===== config.mk =====
export PLATFORM = sky130hd
export DESIGN_NAME = rxq_fifo
export DESIGN_NICKNAME = d
export VERILOG_FILES = /design/src/rtl/rxq_pkg.sv /design/src/rtl/rxq_ptr_ctrl.sv /design/src/rtl/rxq_store.sv /design/src/rtl/rxq_flags.sv /design/src/rtl/rxq_fifo.sv
export SDC_FILE = /design/constraint.sdc
export NUM_CORES = 1
export LEC_CHECK = 0
export BUFFER_PORTS_ARGS = -buffer_cell sky130_fd_sc_hd__buf_2
export CORE_ASPECT_RATIO = 0.7
export CORE_MARGIN = 3
export CORE_UTILIZATION = 45
export DETAILED_ROUTE_END_ITERATION = 8
export PLACE_DENSITY = 0.65
export SYNTH_ARGS = -nofsm -noshare
export SYNTH_HDL_FRONTEND = slang
export SYNTH_HIERARCHICAL = 1
export SYNTH_SLANG_ARGS = --single-unit

===== constraint.sdc =====
create_clock -name clk -period 1.23 [get_ports clk]
set_input_delay 0.123 -clock clk [delete_from_list [all_inputs] [get_ports clk]]
set_output_delay 0.123 -clock clk [all_outputs]
set_load 0.05 [all_outputs]

===== src/rtl/rxq_pkg.sv =====
package rxq_pkg;
  localparam int NUM_FLAGS = 3;
  typedef enum int unsigned {
    FLG_NEW  = 0,
    FLG_WM   = 1,
    FLG_LOST = 2
  } flag_pos_e;
endpackage


===== src/rtl/rxq_ptr_ctrl.sv =====
module rxq_ptr_ctrl #(
  parameter int IDX_W = 3,
  localparam int CNT_W = IDX_W + 1,
  localparam int DEPTH = 1 << IDX_W
) (
  input  logic             clk,
  input  logic             rst_n,
  input  logic             push_valid,
  input  logic             cfg_overwrite,
  input  logic [CNT_W-1:0] cfg_wm_level,
  input  logic             ack_valid,
  input  logic [IDX_W-1:0] ack_idx,
  output logic [IDX_W-1:0] get_idx,
  output logic [CNT_W-1:0] fill_level,
  output logic             wr_en,
  output logic [IDX_W-1:0] wr_addr,
  output logic             ev_new,
  output logic             ev_wm,
  output logic             ev_lost
);
  logic [IDX_W-1:0] get_q, get_d, get_a, rel_dist;
  logic [CNT_W-1:0] cnt_q, cnt_d, cnt_a, rel_cnt;
  logic             ack_ok, full_a, store, drop_or_over, over;

  // release stage: validate the acknowledge against the occupied range
  always_comb begin
    rel_dist = ack_idx - get_q;
    rel_cnt  = {1'b0, rel_dist} + CNT_W'(1);
    ack_ok   = ack_valid && (rel_cnt <= cnt_q);
    cnt_a    = ack_ok ? (cnt_q - rel_cnt) : cnt_q;
    get_a    = ack_ok ? (get_q + rel_cnt[IDX_W-1:0]) : get_q;
    full_a   = (cnt_a == CNT_W'(DEPTH));
  end

  // push stage: operates on the post-release state
  always_comb begin
    drop_or_over = push_valid && full_a;
    over         = drop_or_over && cfg_overwrite;
    store        = push_valid && (!full_a || cfg_overwrite);
    wr_en        = store;
    wr_addr      = get_a + cnt_a[IDX_W-1:0];
    cnt_d        = (store && !full_a) ? (cnt_a + CNT_W'(1)) : cnt_a;
    get_d        = over ? (get_a + IDX_W'(1)) : get_a;
    ev_new       = store;
    ev_lost      = drop_or_over;
    ev_wm        = (cfg_wm_level != '0) && (cnt_d == cfg_wm_level) &&
                   (cnt_q != cfg_wm_level);
  end

  always_ff @(posedge clk or negedge rst_n) begin
    if (!rst_n) begin
      get_q <= '0;
      cnt_q <= '0;
    end else begin
      get_q <= get_d;
      cnt_q <= cnt_d;
    end
  end

  assign get_idx    = get_q;
  assign fill_level = cnt_q;
endmodule


===== src/rtl/rxq_store.sv =====
module rxq_store #(
  parameter int IDX_W  = 3,
  parameter int ELEM_W = 32,
  localparam int DEPTH = 1 << IDX_W
) (
  input  logic              clk,
  input  logic              wr_en,
  input  logic [IDX_W-1:0]  wr_addr,
  input  logic [ELEM_W-1:0] wr_data,
  input  logic [IDX_W-1:0]  rd_idx,
  output logic [ELEM_W-1:0] rd_data
);
  logic [ELEM_W-1:0] slot_q [DEPTH];

  for (genvar s = 0; s < DEPTH; s++) begin : g_slot
    logic slot_we;
    assign slot_we = wr_en && (wr_addr == IDX_W'(s));
    always_ff @(posedge clk) begin
      if (slot_we) slot_q[s] <= wr_data;
    end
  end

  assign rd_data = slot_q[rd_idx];
endmodule


===== src/rtl/rxq_flags.sv =====
module rxq_flags #(
  parameter int N = 3
) (
  input  logic         clk,
  input  logic         rst_n,
  input  logic [N-1:0] set,
  input  logic [N-1:0] clr,
  output logic [N-1:0] flags
);
  for (genvar f = 0; f < N; f++) begin : g_flag
    logic q, d;
    always_comb begin
      d = q;
      if (clr[f]) d = 1'b0;
      if (set[f]) d = 1'b1;
    end
    always_ff @(posedge clk or negedge rst_n) begin
      if (!rst_n) q <= 1'b0;
      else        q <= d;
    end
    assign flags[f] = q;
  end
endmodule


===== src/rtl/rxq_fifo.sv =====
module rxq_fifo #(
  parameter int IDX_W  = 3,
  parameter int ELEM_W = 32,
  localparam int CNT_W = IDX_W + 1,
  localparam int DEPTH = 1 << IDX_W
) (
  input  logic              clk,
  input  logic              rst_n,
  input  logic              push_valid,
  input  logic [ELEM_W-1:0] push_data,
  input  logic              cfg_overwrite,
  input  logic [CNT_W-1:0]  cfg_wm_level,
  input  logic              ack_valid,
  input  logic [IDX_W-1:0]  ack_idx,
  input  logic [2:0]        flag_clr,
  input  logic [IDX_W-1:0]  rd_idx,
  output logic [ELEM_W-1:0] rd_data,
  output logic [CNT_W-1:0]  fill_level,
  output logic [IDX_W-1:0]  get_idx,
  output logic              full,
  output logic              new_msg_flag,
  output logic              wm_flag,
  output logic              lost_flag
);
  import rxq_pkg::*;

  logic [1:0] rst_sync_q;
  logic       rst_s_n;

  always_ff @(posedge clk or negedge rst_n) begin
    if (!rst_n) rst_sync_q <= 2'b00;
    else        rst_sync_q <= {rst_sync_q[0], 1'b1};
  end
  assign rst_s_n = rst_sync_q[1];

  logic                 wr_en, ev_new, ev_wm, ev_lost;
  logic [IDX_W-1:0]     wr_addr;
  logic [NUM_FLAGS-1:0] flag_set, flag_q;

  rxq_ptr_ctrl #(.IDX_W(IDX_W)) u_ptr (
    .clk(clk), .rst_n(rst_s_n), .push_valid(push_valid),
    .cfg_overwrite(cfg_overwrite), .cfg_wm_level(cfg_wm_level),
    .ack_valid(ack_valid), .ack_idx(ack_idx), .get_idx(get_idx),
    .fill_level(fill_level), .wr_en(wr_en), .wr_addr(wr_addr),
    .ev_new(ev_new), .ev_wm(ev_wm), .ev_lost(ev_lost)
  );

  rxq_store #(.IDX_W(IDX_W), .ELEM_W(ELEM_W)) u_store (
    .clk(clk), .wr_en(wr_en), .wr_addr(wr_addr), .wr_data(push_data),
    .rd_idx(rd_idx), .rd_data(rd_data)
  );

  always_comb begin
    flag_set           = '0;
    flag_set[FLG_NEW]  = ev_new;
    flag_set[FLG_WM]   = ev_wm;
    flag_set[FLG_LOST] = ev_lost;
  end

  rxq_flags #(.N(NUM_FLAGS)) u_flags (
    .clk(clk), .rst_n(rst_s_n), .set(flag_set), .clr(flag_clr),
    .flags(flag_q)
  );

  assign new_msg_flag = flag_q[FLG_NEW];
  assign wm_flag      = flag_q[FLG_WM];
  assign lost_flag    = flag_q[FLG_LOST];
  assign full         = (fill_level == CNT_W'(DEPTH));
endmodule


# Word level (Yosys, flattened, before mapping)
# Memories as Yosys holds them, arrays and structs flattened.
# Cells that the tools add are included.
[classes] magnitude_cmp=1 n_reduce_logical=29 eq_ne=11 muxes=47 add_sub_neg=7
[op_table] operator="32-bit 2-to-1 mux" count=7
[op_table] operator="32-bit OR reduction" count=7
[op_table] operator="1-bit 2-to-1 mux" count=29
[op_table] operator="3-bit 2-to-1 mux" count=9
[op_table] operator="1-bit logical AND" count=15
[op_table] operator="3-bit == test (second input constant)" count=4
[op_table] operator="4-bit == test (second input constant)" count=2
[op_table] operator="4-bit 2-to-1 mux" count=2
[op_table] operator="3-bit adder" count=2
[op_table] operator="3-bit by 2-bit == test with 1-bit output (second input constant)" count=2
[op_table] operator="2-bit nonzero test" count=3
[op_table] operator="3-bit by 1-bit adder with 4-bit output (second input constant)" count=1
[op_table] operator="4-bit by 1-bit adder with 4-bit output (second input constant)" count=1
[op_table] operator="4-bit == test" count=1
[op_table] operator="4-bit less-or-equal comparator" count=1
[op_table] operator="4-bit != test" count=1
[op_table] operator="4-bit nonzero test" count=1
[op_table] operator="4-bit subtractor" count=1
[op_table] operator="3-bit by 1-bit adder with 3-bit output (second input constant)" count=1
[op_table] operator="3-bit by 1-bit == test with 1-bit output (second input constant)" count=1
[op_table] operator="3-bit logical NOT" count=1
[op_table] operator="3-bit subtractor" count=1
[op_table] operator="1-bit logical NOT" count=1
[op_table] operator="1-bit logical OR" count=1
[totals] mem_bits_rw=256 in_bits=50 word_cells=102 out_inout_bits=43 memories=1 reg_bits=12
[mem_list] name="u_store.slot_q" depth=8 word_bits=32 rd=1 rd_clocked_by_memory_dff=0 wr=1 line="rxq_store.sv:13" source="logic [ELEM_W-1:0] slot_q [DEPTH];"

# Logic depth before layout (Yosys ltp)
[logic_depth] word_depth=20 depth_mapped=20 ltp_nobuf=17

# Cells and area by module
# The synthesis kept the hierarchy.
[modules_own_cells] module="rxq_store" n_inst=1 cells_per_inst=383 seq_area_each_um2=7687.4 area_each_um2=9825.7
[modules_own_cells] module="rxq_ptr_ctrl" n_inst=1 cells_per_inst=120 seq_area_each_um2=175.2 area_each_um2=1077.3
[modules_own_cells] module="rxq_flags" n_inst=1 cells_per_inst=12 seq_area_each_um2=75.1 area_each_um2=131.4
[modules_own_cells] module="rxq_fifo" n_inst=1 cells_per_inst=4 seq_area_each_um2=50.0 area_each_um2=68.8

# Least setup slack after synthesis
# No wires, ideal clock.
[synth_timing] path_type="register to register" from="register u_ptr.get_q[0], in the netlist u_ptr/get_idx[0]" to="memory u_store.slot_q[0][0], enable pin" path_stages_with_launch=13 synth_period_minus_slack_ps=6584 setup_ps=461 t_arrival_ps=6123 path_buffers=0 path_slack_ps=-5354 required_time_ps=769 cell_sequence="dfrtp_1 ha_1 inv_1 fa_1 ha_1 fa_1 a21boi_2 o22ai_2 mux2i_1 ha_1 fa_1 nand2b_1 nor3_1"
[synth_between] elab_cells_between_ends=66 cone_classes="add/sub (5); order compare (1); eq/ne (8); mux (32); reduce/logical (20)"
[synth_lines] item="start: declaration" line="rxq_ptr_ctrl.sv:21" source="logic [IDX_W-1:0] get_q, get_d, get_a, rel_dist;"
[synth_lines] item="start signal: assignment" line="rxq_ptr_ctrl.sv:55" source="get_q <= get_d;"
[synth_lines] item="3-bit subtractor" line="rxq_ptr_ctrl.sv:27" source="rel_dist = ack_idx - get_q;"
[synth_lines] item="3-bit by 1-bit adder with 4-bit output" line="rxq_ptr_ctrl.sv:28" source="rel_cnt = {1'b0, rel_dist} + CNT_W'(1);"
[synth_lines] item="4-bit less-or-equal comparator" line="rxq_ptr_ctrl.sv:29" source="ack_ok = ack_valid && (rel_cnt <= cnt_q);"
[synth_lines] item="1-bit logical AND" line="rxq_ptr_ctrl.sv:29"
[synth_lines] item="3-bit 2-to-1 mux / 4-bit 2-to-1 mux (equally long branches)" line="rxq_ptr_ctrl.sv:31, rxq_ptr_ctrl.sv:30"
[synth_lines] item="3-bit adder (*)" line="rxq_ptr_ctrl.sv:41" source="wr_addr = get_a + cnt_a[IDX_W-1:0];"
[synth_lines] item="net wr_addr[1]" line="rxq_fifo.sv:37" source="logic [IDX_W-1:0] wr_addr;"
[synth_lines] item="3-bit logical NOT (*)" line="rxq_store.sv:17" source="assign slot_we = wr_en && (wr_addr == IDX_W'(s));"
[synth_lines] item="1-bit logical AND (*)" line="rxq_store.sv:17"
[synth_lines] item="net u_store.g_slot[0].slot_we" line="rxq_store.sv:16" source="logic slot_we;"
[synth_lines] item="1-bit 2-to-1 mux (*)" line="rxq_store.sv:19" source="if (slot_we) slot_q[s] <= wr_data;"
[synth_lines] item="1-bit 2-to-1 mux (implied by the code) (*)" line="rxq_store.sv:19"
[synth_lines] item="1-bit 2-to-1 mux (no line) (*) (7 in series)"
[synth_lines] item="end: declaration" line="rxq_store.sv:13"
# The timed path passes the listed nets; every way through them passes the cells marked *.

# Worst setup path in the final report
[layout_timing] from="register u_ptr.get_q[0], in the netlist u_ptr/get_idx[0]" to="memory u_store.slot_q[4][23], enable pin"
[layout_between] elab_cells_between_ends=66 cone_classes="add/sub (5); order compare (1); eq/ne (8); mux (32); reduce/logical (20)"
[layout_lines] item="3-bit subtractor" line="rxq_ptr_ctrl.sv:27"
[layout_lines] item="3-bit by 1-bit adder with 4-bit output" line="rxq_ptr_ctrl.sv:28"
[layout_lines] item="4-bit less-or-equal comparator" line="rxq_ptr_ctrl.sv:29"
[layout_lines] item="1-bit logical AND" line="rxq_ptr_ctrl.sv:29"
[layout_lines] item="3-bit 2-to-1 mux / 4-bit 2-to-1 mux (equally long branches)" line="rxq_ptr_ctrl.sv:31, rxq_ptr_ctrl.sv:30"
[layout_lines] item="3-bit adder (*)" line="rxq_ptr_ctrl.sv:41"
[layout_lines] item="net wr_addr[2]" line="rxq_fifo.sv:37"
[layout_lines] item="3-bit == test (*)" line="rxq_store.sv:17"
[layout_lines] item="1-bit logical AND (*)" line="rxq_store.sv:17"
[layout_lines] item="net u_store.g_slot[4].slot_we" line="rxq_store.sv:16"
[layout_lines] item="1-bit 2-to-1 mux (*)" line="rxq_store.sv:19"
[layout_lines] item="1-bit 2-to-1 mux (implied by the code) (*)" line="rxq_store.sv:19"
[layout_lines] item="32-bit OR reduction (no line)"
[layout_lines] item="3-bit 2-to-1 mux (no line) / 1-bit 2-to-1 mux (equally long branches) (4 in series)"
# Marked as above.

==> results.cfg <==
[synthesis]
synthSimpleGateAreaFrac_pct = 2.52
synth_area_mm2 = 0.0111
synth-seq-cells = 268
async_reset_ff_share_pct = 4.48
synth_top_family_by_area = multiplexers
synthAdderAreaFrac_pct = 1.96
syn_nets = 584
yosys_most_used_dff = edfxtp_1
synth-edff-count = 256
synth_top_cell_by_area = edfxtp_1
synth_commonest_cells = 256 x edfxtp_1, 40 x mux4_1, 32 x mux2_2, 24 x mux4_2
synthMuxAreaShare_pct = 18.0
synth_area_leaders = edfxtp_1 69%, mux4_1 9.5%, mux4_2 4.9%
yosysWarnings = 6
yosys.area_share.xor_xnor_pct = 1.86
ys_seq_area_share_pct = 71.9
postSynthCellCount = 519
yosysMostFrequentCell = edfxtp_1
syn_avg_cell_area_um2 = 21.4
ys_types = 52
synth_compound_area_share_pct = 1.63
yosysTopAreaCellShare_pct = 69.2

[outcome]
failed_checks = negative setup slack
status = finished with violations

[floorplan]
num_io_pins = 93
dieArea_mm2 = 0.0266
die_height_um = 137
dieWidth_um = 194
core_mm2 = 0.0239
num_rows = 47
start_util_pct = 46.4

[critical_path]
critPathArrivalTime_ns = 4.50
crit_fanout = 9
r2r_end = u_store/slot_q[4][23]
r2r_start = u_ptr/get_idx[0]
startpoint_type = flop
crit_type = reg2reg
ff2ff_path_depth = 16
rrSetupSlack_ns = -3.03
endpoint_kind = flop
cp.required_ns = 1.47

[sta]
clock_skew_ns = 0.0119
setup_slack_ns = -3.03
setup_tns_ns = -801.04
maxSlewViolCount = 0
rsz0062_at_grt = true
max_freq_mhz = 235
min_period_over_period_pct = 346
setup-violations-final = 306
period_needed_ns = 4.26
hold_violations = 0

[hold_path]
min_path_type = in2reg
min_path_cells = 4
hold_end = u_flags/g_flag[1].q
min_from = cfg_wm_level[3]

[detailed_routing]
drt_iter0_markers = 543
drc = 0
postRouteAntennaNets = 0
drt-vias-per-instance = 5.38
routedWlPerCell_um = 23.2
dr.pass1.iters = 4
vias = 5934
routed_wl_mm = 25.6

[flow_run]
drv_cap = 0

[place]
port_buffers = 92
dp_slack_ns = -3.02
placed_area_mm2 = 0.0129
gp_congestion = 0.849
dp_hpwl_mm = 14.6

[clock_tree]
cts_tree = built
clk_pin_slew_ns = 0.07
clockBufferDepth = 3
clkSinkCount = 268
cts_root_buf = clkbuf_16
cts_htree_levels = 1
numCtsBuffers = 26
insertion_delay_ns = 0.52

[grt]
grt_pass1_wl_mm = 36.3
track_usage_pct = 17.7
grt_antenna_before_repair = 0
grt.overflow.total = 0
grt_pass1_vias = 6209
grt_max_degree = 33

[finish]
stdcell_area_mm2 = 0.0153
fillers = 1642
area_delta_synth_final_pct = 37.7
antenna-diode-count = 0
nets = 834
drive_gt1_share_pct = 51.3
==> worst max-delay path by stage <==
stage,start,depth (start not counted),endpoint
floorplan,u_ptr/get_idx[0],13,u_store/slot_q[0][0]
global placement,u_ptr/get_idx[0],16,u_store/slot_q[2][23]
detailed placement,u_ptr/get_idx[0],16,u_store/slot_q[2][26]
CTS,u_ptr/get_idx[0],16,u_store/slot_q[6][22]
global route,u_ptr/get_idx[0],16,u_store/slot_q[4][9]
finish,u_ptr/get_idx[0],16,u_store/slot_q[4][23]
==> per-layer routing <==
layer  global-route usage (%)  up-vias  share of wire, %
met1                     26.3     3112                45
met4                     3.45        0               1.1
met3                     3.25       24               5.9
met2                     28.2      174                47
met5                        0        -                 0
li1                         -     2624                 -
==> kinds of logic after synthesis <==
| family | count (synthesis) |
|---|---|
| AOI/OAI and AO/OA | 23 |
| xor gates and xnor gates | 22 |
| adders and majority gates | 15 |
| buffers and inverters | 39 |
| DFF | 268 |
| muxes | 100 |
| other | 1 |
| and+or+nand+nor | 51 |
==> repair_timing <==
| item | in CTS | in global routing |
|---|---|---|
| endpoints found under the setup margin | 309 | 309 |
| buffers inserted | 12 | 10 |
| pin swaps | 4 | 17 |
| hold endpoints to repair | 261 | 0 |
| cloned | 6 | 15 |
| hold buffers | 37 | 0 |
| resized for setup | 22 | 184 |
==> layout by cell type (no fill, tap or decap), types with 4 or more instances in the layout <==
master / netlist / final
buf_8: 0 / 10
nor2_4: 0 / 7
mux4_2: 24 / 64
inv_1: 15 / 12
buf_2: 6 / 48
xnor2_2: 0 / 5
xnor2_1: 17 / 12
ha_1: 11 / 4
nor2_1: 17 / 8
clkbuf_16: 0 / 41
dlygate4sd3_1: 0 / 37
dfrtp_2: 0 / 6
edfxtp_1: 256 / 256
buf_4: 5 / 49
mux2_4: 0 / 33
buf_12: 0 / 31
dfrtp_1: 12 / 6
buf_6: 8 / 54
clkinv_2: 0 / 5
xor2_1: 4 / 4
ha_4: 0 / 6
==> worst max-delay path, stage by stage, from the launching register on <==
cell and delay [ns]:
dfrtp_2 0.39, ha_4 0.13, inv_2 0.04, fa_2 0.61, ha_4 0.23, fa_2 0.36
a21boi_4 0.17, o22ai_4 0.26, mux2i_4 0.12, ha_2 0.20, fa_2 0.35, xnor2_2 0.15
xnor2_2 0.26, nand2b_1 0.20, nor2_4 0.16, buf_12 0.16, clkbuf_16 0.17
==> sequential cells by signal (all words and copies together) (netlist names) <==
| name | flops |
|---|---|
| rst_sync_q | 2 |
| u_flags/g_flag.q | 3 |
| u_ptr/fill_level | 4 |
| u_ptr/get_idx | 3 |
| u_store/slot_q | 256 |
==> through the flow <==
step / util (%) / hold slack [ns] / std cells
CTS: 60.5 / 0.0513 / 1087
detailed placement: 53.9 / -0.0889 / 987
floorplan: - / -0.173 / 519
global placement: 53.9 / -0.0909 / 987
global route: 63.9 / 0.0841 / 1104
finish: 63.9 / 0.0761 / 1104
==> cell type report <==
cell class | instances | area [um^2] | area share, %
Clock buffer | 30 | 687 | 4.49
Sequential cell | 268 | 8000 | 52.3
Multi-Input combinational cell | 212 | 3190 | 20.9
Timing Repair Buffer | 246 | 2790 | 18.3
Inverter | 15 | 58.8 | 0.385
Tap cell | 318 | 398 | 2.60
Clock inverter | 15 | 165 | 1.08
Power is not shown: default switching activity piles up to over one toggle a cycle in this logic, so the estimate is an artifact.
